===== src/rtl/spi_os_slave.sv =====
module spi_os_slave #(
  parameter int         STALL_W = 16,
  parameter logic [7:0] FILL    = 8'hFF,
  parameter logic       IDLE    = 1'b1
) (
  input  logic               clk,
  input  logic               rst_n,
  input  logic               cfg_cpol,
  input  logic               cfg_cpha,
  input  logic [STALL_W-1:0] cfg_stall,
  input  logic               sclk,
  input  logic               ss_n,
  input  logic               mosi,
  output logic               miso,
  output logic [7:0]         rx_data,
  output logic               rx_valid,
  input  logic [7:0]         tx_data,
  input  logic               tx_valid,
  output logic               tx_take,
  output logic               tx_underrun,
  output logic               rx_abort,
  output logic               stall_timeout
);
  logic [2:0] sck_p, sel_p;
  logic [1:0] din_p;
  logic       busy, halted, need_load;
  logic       act_cpol, act_cpha;
  logic [STALL_W-1:0] act_stall, idle_cnt;
  logic [2:0] bit_cnt;
  logic [7:0] rx_sr, tx_sr;

  always_ff @(posedge clk or negedge rst_n)
    if (!rst_n) begin
      sck_p <= '0;
      sel_p <= '1;
      din_p <= '0;
    end else begin
      sck_p <= {sck_p[1:0], sclk};
      sel_p <= {sel_p[1:0], ss_n};
      din_p <= {din_p[0], mosi};
    end

  wire sck_edge = sck_p[2] ^ sck_p[1];
  wire lead     = sck_edge & (sck_p[1] != act_cpol);
  wire trail    = sck_edge & (sck_p[1] == act_cpol);
  wire samp     = act_cpha ? trail : lead;
  wire drive    = act_cpha ? lead : trail;
  wire fr_start = ~busy & ~sel_p[1];
  wire fr_stop  = busy & sel_p[1];
  wire run      = busy & ~sel_p[1] & ~halted;
  wire fetch    = fr_start | (run & drive & need_load);
  wire [7:0] rx_next = {rx_sr[6:0], din_p[1]};

  assign miso = (busy & ~halted) ? tx_sr[7] : IDLE;

  always_ff @(posedge clk or negedge rst_n)
    if (!rst_n) begin
      busy <= 1'b0; halted <= 1'b0; need_load <= 1'b0;
      act_cpol <= 1'b0; act_cpha <= 1'b0; act_stall <= '0; idle_cnt <= '0;
      bit_cnt <= '0; rx_sr <= '0; tx_sr <= FILL; rx_data <= '0;
      rx_valid <= 1'b0; tx_take <= 1'b0; tx_underrun <= 1'b0;
      rx_abort <= 1'b0; stall_timeout <= 1'b0;
    end else begin
      rx_valid <= 1'b0;
      tx_take  <= 1'b0;
      rx_abort <= 1'b0;
      if (!busy) begin
        act_cpol  <= cfg_cpol;
        act_cpha  <= cfg_cpha;
        act_stall <= cfg_stall;
      end
      if (fetch) begin
        tx_sr   <= tx_valid ? tx_data : FILL;
        tx_take <= tx_valid;
      end
      if (fr_start) begin
        busy <= 1'b1; halted <= 1'b0; need_load <= 1'b0;
        bit_cnt <= '0; idle_cnt <= '0;
        stall_timeout <= 1'b0;
        tx_underrun <= ~tx_valid;
      end else if (fr_stop) begin
        busy <= 1'b0;
        if (!halted && bit_cnt != 3'd0) rx_abort <= 1'b1;
      end else if (run) begin
        if (sck_edge) idle_cnt <= '0;
        else if (idle_cnt == act_stall) begin
          halted <= 1'b1;
          stall_timeout <= 1'b1;
        end else idle_cnt <= idle_cnt + 1'b1;
        if (samp) begin
          rx_sr   <= rx_next;
          bit_cnt <= bit_cnt + 3'd1;
          if (bit_cnt == 3'd7) begin
            rx_data   <= rx_next;
            rx_valid  <= 1'b1;
            need_load <= 1'b1;
          end
        end
        if (drive) begin
          if (need_load) begin
            need_load <= 1'b0;
            if (!tx_valid) tx_underrun <= 1'b1;
          end else if (bit_cnt != 3'd0) tx_sr <= {tx_sr[6:0], 1'b0};
        end
      end
    end
endmodule


===== config.mk =====
export PLATFORM = sky130hd
export DESIGN_NAME = spi_os_slave
export DESIGN_NICKNAME = d
export VERILOG_FILES = /design/src/rtl/spi_os_slave.sv
export SDC_FILE = /design/constraint.sdc
export NUM_CORES = 1
export LEC_CHECK = 0
export BUFFER_PORTS_ARGS = -buffer_cell sky130_fd_sc_hd__buf_2
export CAP_MARGIN = 20
export CORE_ASPECT_RATIO = 1.1
export CORE_MARGIN = 8
export CORE_UTILIZATION = 52
export DETAILED_ROUTE_END_ITERATION = 7
export GPL_TIMING_DRIVEN = 0
export PLACE_DENSITY = 0.78
export REMOVE_ABC_BUFFERS = 1
export SYNTH_ARGS = -nofsm -noshare
export SYNTH_HDL_FRONTEND = slang
export SYNTH_SLANG_ARGS = --single-unit

===== constraint.sdc =====
create_clock -name clk -period 2.2 [get_ports clk]
set_clock_uncertainty 0.05 [all_clocks]
set_input_delay 0.33 -clock clk [delete_from_list [all_inputs] [get_ports clk]]
set_output_delay 0.33 -clock clk [all_outputs]
set_load 0.01 [all_outputs]

* Word level (Yosys, flattened, before mapping)
Index checks and enable logic that the tools add are counted.
** Word-level totals
- Register bits :: 74
- Bits of input ports :: 32
- Output and inout bits :: 14
- Logic and storage cells :: 110
** Cells by class
- $add $sub $neg :: 2
- Eq/ne operators :: 8
- Multiplexer cells :: 49
- Bitwise gates (word level) :: 17
- Reduce and logical (&&, ||, !) cells :: 16
** Operators by type and width (count)
- 16-bit two-way mux :: 5
- 8-bit two-way mux :: 8
- 1-bit two-way mux :: 32
- 16-bit by 1-bit adder with 16-bit output, second input constant :: 1
- 16-bit == test :: 1
- 3-bit two-way mux :: 4
- 2-bit nonzero test :: 6
- 5-bit AND reduction :: 2
- 1-bit bitwise AND :: 9
- 4-bit AND reduction :: 2
- 1-bit NOT :: 6
- 3-bit AND reduction :: 2
- 2-bit by 1-bit != test with 1-bit output, second input constant :: 2
- 3-bit by 1-bit adder with 3-bit output, second input constant :: 1
- 3-bit == test, second input constant :: 1
- 3-bit != test, second input constant :: 1
- 3-bit nonzero test :: 1
- 2-bit != test, second input constant :: 1
- 2-bit AND reduction :: 1
- 1-bit == test :: 1
- 1-bit logical AND :: 1
- 1-bit logical NOT :: 1
- 1-bit != test :: 1
- 1-bit OR :: 1
- 1-bit bitwise XOR :: 1

* Longest topological paths before layout
Gate-level depths: netlist of run 1.
- Depth after elaboration :: 13
- Gate-level depth with buffers :: 9
- Mapped depth without buffers :: 7

* Worst setup path before layout of run 1
Ideal clock, no wire load.
- Path type :: register to register
- Start point :: reg busy
- End point :: reg tx_sr[1]
- Setup time :: 82 ps
- Arrival time :: 2163 ps
- Required time :: 2068 ps
- Slack :: -95 ps
- Cell stages (with the launch flop) :: 7
- Path buffers :: 1
- Clock period less this slack :: 2295 ps
- Path through :: dfrtp_1 > clkbuf_1 > inv_1 > ha_1 > or4_1 > nor2_2 > mux2_2
** On the way
- Elaborated cells between the ends (all ways) :: 15
- Those cells by class :: mux (7); bitwise (8)
** RTL lines
- from (decl) :: RTL line 26 : logic busy, halted, need_load;
- from (signal assigned) :: RTL line 58 : busy <= 1'b0; halted <= 1'b0; need_load <= 1'b0;
- from (signal assigned) :: RTL line 77 : busy <= 1'b1; halted <= 1'b0; need_load <= 1'b0;
- from (signal assigned) :: RTL line 82 : busy <= 1'b0;
- 1-bit NOT * :: RTL line 48 : wire fr_start = ~busy & ~sel_p[1];
- 1-bit bitwise AND * :: RTL line 48
- via fr_start :: RTL line 48
- 1-bit OR :: RTL line 51 : wire fetch = fr_start | (run & drive & need_load);
- 8-bit two-way mux :: RTL line 72 : if (fetch) begin
- 8-bit two-way mux :: RTL line 103 : end else if (bit_cnt != 3'd0) tx_sr <= {tx_sr[6:0], 1'b0};
- 8-bit two-way mux :: RTL line 100 : if (need_load) begin
- 8-bit two-way mux :: RTL line 99 : if (drive) begin
- 8-bit two-way mux :: RTL line 84 : end else if (run) begin
- 8-bit two-way mux :: RTL line 81 : end else if (fr_stop) begin
- 8-bit two-way mux * :: RTL line 76 : if (fr_start) begin
- to (signal assigned) :: RTL line 73 : tx_sr <= tx_valid ? tx_data : FILL;
- to (signal assigned) :: RTL line 103
- to (decl) :: RTL line 30 : logic [7:0] rx_sr, tx_sr;
The timed path passes the listed nets; every way through them passes the cells marked *.
A chain may end at the register's enable or synchronous reset.

* Worst setup path in the final report of run 1
- Start point :: reg sel_p[1]
- End point :: reg tx_sr[1]
** On the way
- Longest elaborated chain between the ends :: 13
- Elaborated cells between the ends (all ways) :: 15
- Those cells by class :: mux (7); bitwise (8)
** RTL lines
- from (decl) :: RTL line 24 : logic [2:0] sck_p, sel_p;
- from (signal assigned) :: RTL line 39 : sel_p <= {sel_p[1:0], ss_n};
- 1-bit NOT :: RTL line 48, 50
- 1-bit bitwise AND (2 in series) :: RTL line 50 : wire run = busy & ~sel_p[1] & ~halted;
- 1-bit bitwise AND (2 in series) :: RTL line 51
- 1-bit OR :: RTL line 51
- 8-bit two-way mux :: RTL line 72
- 8-bit two-way mux :: RTL line 103
- 8-bit two-way mux :: RTL line 100
- 8-bit two-way mux :: RTL line 99
- 8-bit two-way mux :: RTL line 84
- 8-bit two-way mux :: RTL line 81
- 8-bit two-way mux * :: RTL line 76
Mark *: on every way between the ends. The rest lies on a longest branch, timed or not.

==> results.ini, run 1 <==
[outcome]
outcome = completed

[min_path]
worstHoldPathType = input port to flop
worst_hold_path.endpoint = sel_p[0]$_DFF_PN1_
min-delay-start = ss_n
worstHoldPathCells = 1

[yosys]
synth_async_sr_flop_share = 1.000
netlist_area_sq_um = 3692
synth.ff_latch_count = 74
yosysSeqAreaShare = 0.5049
netlist-cell-type-count = 55
most_used_standard_cell_by_instance_count_after_synthesis = dfrtp_1
count_of_flip_flops_with_a_built_in_enable_after_synthesis = 0
synth_area_per_cell_sq_um = 12.35
synthDominantCellAreaShare = 0.4338
top_reg_cell_synth = dfrtp_1
synth_area_leaders = dfrtp_1 (43%), mux2_2 (13%), dfstp_2 (7.1%)
synth_warnings = 0
synth_area_leader_cell = dfrtp_1
ys_top_cells_by_count = dfrtp_1 (64), mux2_2 (44), nand2_1 (20)
postSynthCellCount = 299

[critical_path]
buf_inv_stages_crit_path = 2
critical_path.cell_chain = inv_1 > ha_1 > and2b_2 > a31oi_4 > buf_12 > mux2_2 > mux2_2
critical-path-max-stage-delay_ns = 0.54
critical-path-slowest-cell = dfstp_2
crit_top_cell = mux2_2
timing.critical_path.to_type = flop
reg2regPathDepth = 7
timing.critical_path.from_type = flop
timing_worst_setup_path_type = flop to flop
worst-path-stages = 7
setup.reg_to_reg.worst_slack_ns = 0.1
worst_r2r_endpoint = tx_sr[1]$_DFF_PN1_
crit-reg2reg-launch = sel_p[1]$_DFF_PN1_
path_delay_family = multiplexers
critical_path_arrival_ns = 2.33
critical_path_required_time_ns = 2.43
crit_path_max_fanout = 11
crit_path_start = sel_p[1]$_DFF_PN1_

[routing]
totalWireLength_mm = 7.418
routed_via_density = 5.768
detail_route.wl_per_cell_microns = 16.52
antenna_violating_nets_post_route = 0
detail_route.first_pass.iterations = 4
dr.first_iter.drc_count = 192
vias = 2590
detail_route.drc_violations = 0

[timing]
max_slew_headroom = 0.4060
worstMarginPinSlew_ns = 0.8909
timing.fmax_ghz = 0.4752
share_of_the_clock_period_used_by_the_worst_path_after_layout = 0.9566
fin_worst_hold_slack_ns = 0.02969
grt_setup_unrepaired = false
final-hold-violation-count = 0
report.final.slew_viol_count = 0
setup_slack_ns = 0.09548
setup_viol_count_final = 0
final_period_minus_worst_setup_slack_ns = 2.105

[floorplan]
placementRows = 32
die_width_microns = 96.35
dieArea_sq_um = 10060
dieHeight_microns = 104.4
core_area_sq_um = 6967
initial_utilization = 0.5300
ios = 46

[clocking]
hold_buffers = 0
cts.sink_count = 74
cts.root.buffer_cell = clkbuf_8
cts_buffers = 9
clk_latency_ns = 0.35
h-tree-depth = 3
clkTransAtPathRegs_ns = 0.08
clockBufferDepth = 2
tritoncts_clock_tree = built

[finish]
area.growth.synth_to_final_pct = 16.88
final_core_util = 0.6194
final_layout_size_suffix_gt1_frac = 0.4478
num_antenna_cells = 0
fin_nets = 398
final-instance-count-excl-fill = 449

[global_routing]
number_of_antenna_violations_at_the_first_check_in_global_routing = 0
grt_overflow = 0
grt_max_degree = 75
wire_length_of_the_first_global_routing_pass_mm = 12.15
first_global_vias = 2610
global_route.usage.total = 0.1522

[placement]
placed_cells_incl_taps = 418
gp_routability_congestion = 0.8595
detailed_placement_hpwl_mm = 4.839
port_buffers = 45
preCtsSetupSlack_ns = -0.8930

[power]
power.density_nw_per_um2 = 924.8
vdd_ir_drop_max_v = 0.0005550
static_leakage_nw = 1.890

[flow_run]
max_cap_violations = 0

[power breakdown]
| part | switching (mW) | internal (mW) | leakage [nW] |
|---|---|---|---|
| combinational | 0.548 | 0.624 | 0.875 |
| clock | 0.520 | 0.444 | 0.0782 |
| sequential | 0.205 | 1.65 | 0.937 |
| total | 1.27 | 2.72 | 1.89 |
[stage by stage]
step	power [mW]	area (sq um)	TNS, ns
2_1_floorplan	2.589	3602	-2.985
3_3_place_gp	2.816	3934	-22.83
3_5_place_dp	2.870	3944	-20.17
4_1_cts	3.965	4217	0
5_1_grt	4.213	4315	0
6_report	3.991	4315	0
[cells in the final DEF, fill, tap and decap left out, types with 10 or more instances in the layout]
cell type and n:
dfrtp_1 63, mux2_2 44, buf_2 44, nand2_1 20
xnor2_1 15, buf_4 14, nand3_1 13, clkbuf_8 10
dfstp_2 10
[area by class of cell]
class	count	area, sq um
fillers	565	2651
flip-flops and latches	74	1868
multi-input cells	203	1763
repair buffers	60	356.6
clock buffers	11	141.4
well taps	85	106.4
inverters	11	41.29
clock inverters	5	38.79
[state kept, by name, indices dropped and copies added, names as in the netlist]
register,flops
act_stall,16
rx_abort,1
tx_underrun,1
idle_cnt,16
tx_sr,8
act_cpol,1
busy,1
bit_cnt,3
act_cpha,1
rx_data,8
din_p,2
halted,1
rx_sr,7
sel_p,2
rx_valid,1
tx_take,1
sck_p,3
need_load,1
[worst max path at each step]
stage	end	slack (ns)
after floorplan	idle_cnt[9]$_DFFE_PN0P_	-0.23
after global placement	idle_cnt[3]$_DFFE_PN0P_	-1.07
after detailed placement	idle_cnt[4]$_DFFE_PN0P_	-0.89
after CTS	tx_sr[1]$_DFF_PN1_	0.0006
after global routing	idle_cnt[4]$_DFFE_PN0P_	0.01
final	tx_sr[1]$_DFF_PN1_	0.1
[what timing repair did]
action | 4_1_cts | 5_1_grt
endpoints found under the setup margin | 48 | 23
buffers inserted | 5 | 9
gates cloned | 1 | 0
gates resized for setup | 11 | 7
pin swaps | 3 | 3
[layer usage]
metal | GRT usage | up-vias | routed length (microns) | share of wire
met5 | 0 | - | 0 | 0
met4 | 0.06501 | 0 | 136 | 0.018
met3 | 0.03899 | 12 | 497 | 0.067
met2 | 0.2290 | 99 | 3595 | 0.48
met1 | 0.2005 | 1268 | 3190 | 0.43
li1 | - | 1211 | - | -
[logic make-up after synthesis]
family                   count (synthesis)  share of synthesized area
AO/OA/AOI/OAI                           43                    0.09014
XOR/XNOR                                18                    0.04880
adder cells (fa/ha/maj)                  7                    0.02372
buffers and inverters                   23                    0.03558
flip-flops                              74                     0.5049
multiplexers                            50                     0.1572
AND/OR/NAND/NOR                         84                     0.1396
(Power assumes the default switching activity.)
==> run 2: changes to the inputs <==
--- a/config.mk
+++ b/config.mk
@@ -14,6 +14,7 @@
 export GPL_TIMING_DRIVEN = 0
 export PLACE_DENSITY = 0.78
 export REMOVE_ABC_BUFFERS = 1
+export SETUP_SLACK_MARGIN = 0.3
 export SYNTH_ARGS = -nofsm -noshare
 export SYNTH_HDL_FRONTEND = slang
 export SYNTH_SLANG_ARGS = --single-unit
==> run 2 against run 1 <==
Via count grew 7.2%. Fmax increased by 0.86%. Flip-flop and latch count stayed put. Die area unchanged. Largest power group unchanged.
==> results.ini, run 2 (synthesis gave the netlist of run 1 again) <==
[outcome]
outcome = completed  ; unchanged

[critical_path]
setup.reg_to_reg.worst_slack_ns = 0.11  ; was 0.1 ns
critical-path-max-stage-delay_ns = 0.49  ; was 0.54 ns
crit_path_max_fanout = 7  ; was 11
crit_path_start = busy$_DFFE_PN0N_  ; was sel_p[1]$_DFF_PN1_
buf_inv_stages_crit_path = 1  ; was 2
timing.critical_path.from_type = flop  ; unchanged
crit-reg2reg-launch = busy$_DFFE_PN0N_  ; was sel_p[1]$_DFF_PN1_
timing.critical_path.to_type = flop  ; unchanged
critical_path_required_time_ns = 2.38  ; was 2.43 ns
path_delay_family = simple AND/OR/NAND/NOR gates  ; was multiplexers
critical_path.cell_chain = ha_4 > and2b_2 > o21ai_4 > buf_6 > or4_1 > o211ai_1 > o41ai_2  ; was inv_1 > ha_1 > and2b_2 > a31oi_4 > buf_12 > mux2_2 > mux2_2
timing_worst_setup_path_type = flop to flop  ; unchanged
critical-path-slowest-cell = dfrtp_4  ; was dfstp_2
worst_r2r_endpoint = idle_cnt[9]$_DFFE_PN0P_  ; was tx_sr[1]$_DFF_PN1_
critical_path_arrival_ns = 2.27  ; was 2.33 ns
reg2regPathDepth = 7  ; unchanged

[global_routing]
grt_overflow = 0  ; unchanged
wire_length_of_the_first_global_routing_pass_mm = 13.33  ; was 12.15 mm
global_route.usage.total = 0.1680  ; was 0.1522
number_of_antenna_violations_at_the_first_check_in_global_routing = 0  ; unchanged
grt_max_degree = 75  ; unchanged
first_global_vias = 2783  ; was 2,610

[placement]
gp_routability_congestion = 0.8595  ; unchanged
port_buffers = 45  ; unchanged
placedInstanceArea_sq_um = 3944  ; unchanged
detailed_placement_hpwl_mm = 4.839  ; unchanged

[routing]
detail_route.drc_violations = 0  ; unchanged
routed_via_density = 5.832  ; was 5.768
vias = 2776  ; was 2,590
totalWireLength_mm = 9.181  ; was 7.418 mm
dr.first_iter.drc_count = 231  ; was 192
detail_route.wl_per_cell_microns = 19.29  ; was 16.52 microns
antenna_violating_nets_post_route = 0  ; unchanged
detail_route.first_pass.iterations = 4  ; unchanged

[clocking]
clkTransAtPathRegs_ns = 0.09  ; was 0.08 ns
clockBufferDepth = 2  ; unchanged
cts.sink_count = 74  ; unchanged
cts.root.buffer_cell = clkbuf_8  ; unchanged
tritoncts_clock_tree = built  ; unchanged
cts_buffers = 9  ; unchanged
h-tree-depth = 3  ; unchanged
clk_latency_ns = 0.36  ; was 0.35 ns

[timing]
final_period_minus_worst_setup_slack_ns = 2.087  ; was 2.105 ns
share_of_the_clock_period_used_by_the_worst_path_after_layout = 0.9485  ; was 0.9566
timing.fmax_ghz = 0.4792  ; was 0.4752 GHz
max_slew_headroom = 0.3798  ; was 0.4060
worstMarginPinSlew_ns = 0.9303  ; was 0.8909 ns
final-hold-violation-count = 0  ; unchanged
final.setup.tns_ns = 0  ; unchanged
report.final.slew_viol_count = 0  ; unchanged
fin_worst_hold_slack_ns = 0.02794  ; was 0.02969 ns
grt_setup_unrepaired = true  ; was false
setup_viol_count_final = 0  ; unchanged

[floorplan]
core_area_sq_um = 6967  ; unchanged
ios = 46  ; unchanged
dieHeight_microns = 104.4  ; unchanged
initial_utilization = 0.5300  ; unchanged
placementRows = 32  ; unchanged
dieArea_sq_um = 10060  ; unchanged
die_width_microns = 96.35  ; unchanged

[power]
comb_power_share = 0.363  ; was 0.294
post-layout-total-power_mw = 4.497  ; was 3.991 mW
p_seq_frac = 0.419  ; was 0.465
static_leakage_nw = 2.118  ; was 1.890 nW
p_sw_frac = 0.3342  ; was 0.3191
power.density_nw_per_um2 = 934.8  ; was 924.8 nW/um^2
clock_power_share = 0.218  ; was 0.241
p_sw_mw = 1.503  ; was 1.273 mW
vdd_ir_drop_max_v = 0.0006245  ; was 0.0005550 V
p_int_mw = 2.994  ; was 2.717 mW

[finish]
mostFrequentLayoutCell = dfrtp_1  ; unchanged
multi_input_combinational_cell_area_sq_um = 1998  ; was 1763 sq um
fin_nets = 425  ; was 398
finish.instance_area_sq_um = 4811  ; was 4315 sq um
num_antenna_cells = 0  ; unchanged
fillers = 464  ; was 565
area.growth.synth_to_final_pct = 30.29  ; was 16.88%
biggestRegsByFlops = act_stall: 16 flops, idle_cnt: 16 flops  ; unchanged
final_layout_size_suffix_gt1_frac = 0.5601  ; was 0.4478
most-common-layout-cells = dfrtp_1 (58), buf_2 (44), mux2_2 (37), buf_4 (34), nand2_1 (18)  ; was dfrtp_1 (63), mux2_2 (44), buf_2 (44), nand2_1 (20), xnor2_1 (15)
sequential_cell_area_sq_um = 1874  ; was 1868 sq um

[min_path]
worstHoldPathType = input port to asynchronous set/reset pin  ; was input port to flop

[flow_run]
max_cap_violations = 0  ; unchanged

-- run 2: cell count changes in the layout (fill, tap and decap cells not counted), moves of 5 or more --
cell and delta:
buf_4 +20, dfrtp_2 +5, buf_6 +5, dfrtp_1 -5
mux2_2 -7, mux2_4 +7
-- run 2: worst max path at each step --
stage | slack, ns | cells after the start | endpoint
after floorplan | -0.23 | 6 | idle_cnt[9]$_DFFE_PN0P_
after CTS | 0.14 | 7 | tx_sr[7]$_DFF_PN1_
after global placement | -1.07 | 6 | idle_cnt[3]$_DFFE_PN0P_
final | 0.11 | 7 | idle_cnt[9]$_DFFE_PN0P_
after global routing | 0.03 | 7 | idle_cnt[9]$_DFFE_PN0P_
after detailed placement | -0.89 | 7 | idle_cnt[4]$_DFFE_PN0P_
-- run 2: per-layer routing --
metal / track usage / vias to the layer above / share of wire
li1: - / 1265 / -
met3: 0.03755 / 33 / 0.051
met4: 0.06826 / 0 / 0.034
met1: 0.2175 / 1372 / 0.42
met5: 0 / - / 0
met2: 0.2622 / 106 / 0.49
-- run 2: final cells by class --
type | instances | area share
clock buffers | 11 | 0.02939
clock inverters | 5 | 0.008062
inverters | 11 | 0.01014
multi-input cells | 203 | 0.4153
flip-flops and latches | 74 | 0.3896
well taps | 85 | 0.02211
repair buffers | 87 | 0.1254
-- run 2: power groups by stage --
stage	clock network, mW	logic (mW)	registers [mW]
6_report	0.980	1.63	1.88
5_1_grt	1.04	1.73	1.92
4_1_cts	0.985	1.34	1.88
3_5_place_dp	0	0.934	1.94
3_3_place_gp	0	0.899	1.92
2_1_floorplan	0	0.730	1.86
-- run 2: repair_timing --
action / 4_1_cts / 5_1_grt
cloned: 2 / 0
gates resized for setup: 50 / 32
pin swaps: 12 / 14
setup buffers: 20 / 20
hold endpoints to repair: 0 / 0
hold buffers: 0 / 0
endpoints found under the setup margin: 50 / 47
-- run 2: per-stage QoR --
stage	instances	utilization	worst slack [ns]
3_5_place_dp	418	0.5661	-0.8930
5_1_grt	476	0.6906	0.03305
4_1_cts	456	0.6469	0.1404
2_1_floorplan	287	-	-0.2252
3_3_place_gp	417	0.5647	-1.070
6_report	476	0.6906	0.1134
==> run 3: changes to the inputs <==
--- a/config.mk
+++ b/config.mk
@@ -6,13 +6,12 @@
 export NUM_CORES = 1
 export LEC_CHECK = 0
 export BUFFER_PORTS_ARGS = -buffer_cell sky130_fd_sc_hd__buf_2
-export CAP_MARGIN = 20
 export CORE_ASPECT_RATIO = 1.1
-export CORE_MARGIN = 8
+export CORE_MARGIN = 1
 export CORE_UTILIZATION = 52
 export DETAILED_ROUTE_END_ITERATION = 7
 export GPL_TIMING_DRIVEN = 0
-export PLACE_DENSITY = 0.78
+export PLACE_DENSITY = 0.75
 export REMOVE_ABC_BUFFERS = 1
 export SETUP_SLACK_MARGIN = 0.3
 export SYNTH_ARGS = -nofsm -noshare
==> constraint.sdc (replaced) <==
create_clock -name clk -period 2.6 [get_ports clk]
set_clock_uncertainty 0.05 [all_clocks]
set_input_delay 0.39 -clock clk [delete_from_list [all_inputs] [get_ports clk]]
set_output_delay 0.39 -clock clk [all_outputs]
set_load 0.01 [all_outputs]
==> run 3 against run 2 <==
Non-clock buffer count shrank 36. Routed wire length down 23%. Sequential power is 16% lower. Worst hold slack better by 0.059 ns. Global-route usage grew 4.2 points. Largest power group unchanged. First-iteration DRC count decreased by 25%. Die area shrank 26%. Critical endpoint is now tx_sr[7]$_DFF_PN1_. Final cell count shrank 8.2%. Sequential share of layout area rose by 5.2 points.
==> results.ini, run 3 (synthesis gave the netlist of run 1 again) <==
[outcome]
outcome = completed  ; unchanged

[routing]
routed.top_layer = met4  ; unchanged
detail_route.wl_per_cell_microns = 16.09  ; was 19.29 microns
totalWireLength_mm = 7.030  ; was 9.181 mm
dr.first_iter.drc_count = 174  ; was 231
route.met2.wl_mm = 3.426  ; was 4.496 mm
detail_route.drc_violations = 0  ; unchanged
vias = 2502  ; was 2,776
detail_route.first_pass.iterations = 4  ; unchanged
drt-met1-wl_mm = 3.137  ; was 3.901 mm
met3_wirelength_microns = 349  ; was 471 microns
antenna_violating_nets_post_route = 0  ; unchanged
routed_via_density = 5.725  ; was 5.832

[finish]
final-instance-count-excl-fill = 437  ; was 476
area.growth.synth_to_final_pct = 14.64  ; was 30.29%
final_layout_size_suffix_gt1_frac = 0.4225  ; was 0.5601
sequential_cell_area_sq_um = 1868  ; was 1874 sq um
mostFrequentLayoutCell = dfrtp_1  ; unchanged
fin_nets = 389  ; was 425
fillers = 530  ; was 464
biggestRegsByFlops = act_stall: 16 flops, idle_cnt: 16 flops  ; unchanged
multi_input_combinational_cell_area_sq_um = 1750  ; was 1998 sq um
num_antenna_cells = 0  ; unchanged
most-common-layout-cells = dfrtp_1 (63), mux2_2 (44), buf_2 (44), nand2_1 (20), xnor2_1 (15)  ; was dfrtp_1 (58), buf_2 (44), mux2_2 (37), buf_4 (34), nand2_1 (18)

[power]
comb_power_share = 0.272  ; was 0.363
p_int_mw = 2.343  ; was 2.994 mW
clock_power_share = 0.263  ; was 0.218
p_sw_frac = 0.3058  ; was 0.3342
p_sw_mw = 1.032  ; was 1.503 mW
vdd_ir_drop_max_v = 0.0004667  ; was 0.0006245 V
static_leakage_nw = 1.860  ; was 2.118 nW
power.density_nw_per_um2 = 797.3  ; was 934.8 nW/um^2
p_seq_frac = 0.465  ; was 0.419

[critical_path]
timing.critical_path.to_type = flop  ; unchanged
crit_path_max_fanout = 12  ; was 7
critical_path_arrival_ns = 2.44  ; was 2.27 ns
critical_path_required_time_ns = 2.82  ; was 2.38 ns
timing.critical_path.from_type = flop  ; unchanged
timing_worst_setup_path_type = flop to flop  ; unchanged

[floorplan]
core_area_sq_um = 6710  ; was 6967 sq um
initial_utilization = 0.5503  ; was 0.5300
ios = 46  ; unchanged
placementRows = 31  ; was 32
dieArea_sq_um = 7442  ; was 10,060 sq um
dieHeight_microns = 90.38  ; was 104.4 microns
die_width_microns = 82.35  ; was 96.35 microns

[timing]
setup_viol_count_final = 0  ; unchanged
grt_setup_unrepaired = true  ; unchanged
final_period_minus_worst_setup_slack_ns = 2.218  ; was 2.087 ns
timing.fmax_ghz = 0.4509  ; was 0.4792 GHz
report.final.slew_viol_count = 0  ; unchanged
fin_worst_hold_slack_ns = 0.08735  ; was 0.02794 ns
setup_slack_ns = 0.3821  ; was 0.1134 ns
max_slew_headroom = 0.4053  ; was 0.3798
worstMarginPinSlew_ns = 0.8920  ; was 0.9303 ns
final-hold-violation-count = 0  ; unchanged
share_of_the_clock_period_used_by_the_worst_path_after_layout = 0.8531  ; was 0.9485

[placement]
detailed_placement_hpwl_mm = 4.662  ; was 4.839 mm
preCtsSetupSlack_ns = -0.5748  ; was -0.8930 ns
gp_routability_congestion = 0.8272  ; was 0.8595
port_buffers = 45  ; unchanged
placed_cells_incl_taps = 414  ; was 418

[clocking]
hold_buffers = 0  ; unchanged
tritoncts_clock_tree = built  ; unchanged
clk_latency_ns = 0.35  ; was 0.36 ns
cts.sink_count = 74  ; unchanged
clockBufferDepth = 2  ; unchanged
cts.root.buffer_cell = clkbuf_8  ; unchanged
h-tree-depth = 3  ; unchanged
cts_buffers = 9  ; unchanged
clkTransAtPathRegs_ns = 0.07  ; was 0.09 ns

[global_routing]
grt_max_degree = 75  ; unchanged
first_global_vias = 2499  ; was 2,783
wire_length_of_the_first_global_routing_pass_mm = 11.71  ; was 13.33 mm
global_route.usage.total = 0.2099  ; was 0.1680
number_of_antenna_violations_at_the_first_check_in_global_routing = 0  ; unchanged
grt_overflow = 0  ; unchanged

[flow_run]
max_cap_violations = 0  ; unchanged

[min_path]
worstHoldPathType = input port to flop  ; was input port to asynchronous set/reset pin

==> run 3: layout make-up <==
type / count / area share
Multi-Input combinational cell: 203 / 0.4135
Clock inverter: 4 / 0.01242
Clock buffer: 12 / 0.03429
Timing Repair Buffer: 51 / 0.06444
Tap cell: 82 / 0.02424
Inverter: 11 / 0.009755
Sequential cell: 74 / 0.4413
==> run 3: per-stage QoR <==
| step | power (mW) | instance area, sq um | setup TNS [ns] | util |
|---|---|---|---|---|
| floorplan | 2.191 | 3602 | 0 | - |
| global placement | 2.381 | 3930 | -7.540 | 0.5857 |
| detailed placement | 2.418 | 3933 | -7.901 | 0.5861 |
| CTS | 3.365 | 4189 | 0 | 0.6243 |
| global route | 3.563 | 4233 | 0 | 0.6308 |
| finish | 3.375 | 4233 | 0 | 0.6308 |
==> run 3: what timing repair did <==
action	in CTS	in global routing
resized for setup	9	4
endpoints found under the setup margin	48	18
buffers inserted	2	4
cloned	1	0
pin swaps	2	4
==> run 3: final timing paths <==
check / end / start / cells after the start / slack [ns]
max: tx_sr[7]$_DFF_PN1_ / sel_p[1]$_DFF_PN1_ / 6 / 0.38
min in group asynchronous: rx_data[6]$_DFFE_PN0P_ / rst_n / 1 / 0.11
max reg2reg: tx_sr[7]$_DFF_PN1_ / sel_p[1]$_DFF_PN1_ / 6 / 0.38
max in group asynchronous: busy$_DFFE_PN0N_ / rst_n / 1 / 1.73
min reg2reg: sel_p[1]$_DFF_PN1_ / sel_p[0]$_DFF_PN1_ / 0 / 0.31
min: sel_p[0]$_DFF_PN1_ / ss_n / 1 / 0.09
==> run 3: power groups by stage <==
| stage | Sequential (mW) | Combinational [mW] | Clock, mW |
|---|---|---|---|
| 2_1_floorplan | 1.57 | 0.617 | 0 |
| 3_3_place_gp | 1.62 | 0.761 | 0 |
| 3_5_place_dp | 1.63 | 0.784 | 0 |
| 4_1_cts | 1.60 | 0.866 | 0.900 |
| 5_1_grt | 1.61 | 1.01 | 0.950 |
| 6_report | 1.57 | 0.918 | 0.887 |
==> run 3: worst max-delay path, stage by stage (launching register included) <==
cell and delay, ns:
dfstp_2 0.54, inv_1 0.06, ha_1 0.23, and2b_1 0.22, a31oi_4 0.40, mux2_2 0.38, mux2_2 0.26
==> run 3: routing by layer <==
layer,track usage,vias up
met2,0.3230,65
met3,0.04949,10
met1,0.2813,1229
met4,0.08626,0
li1,-,1198
met5,0,-
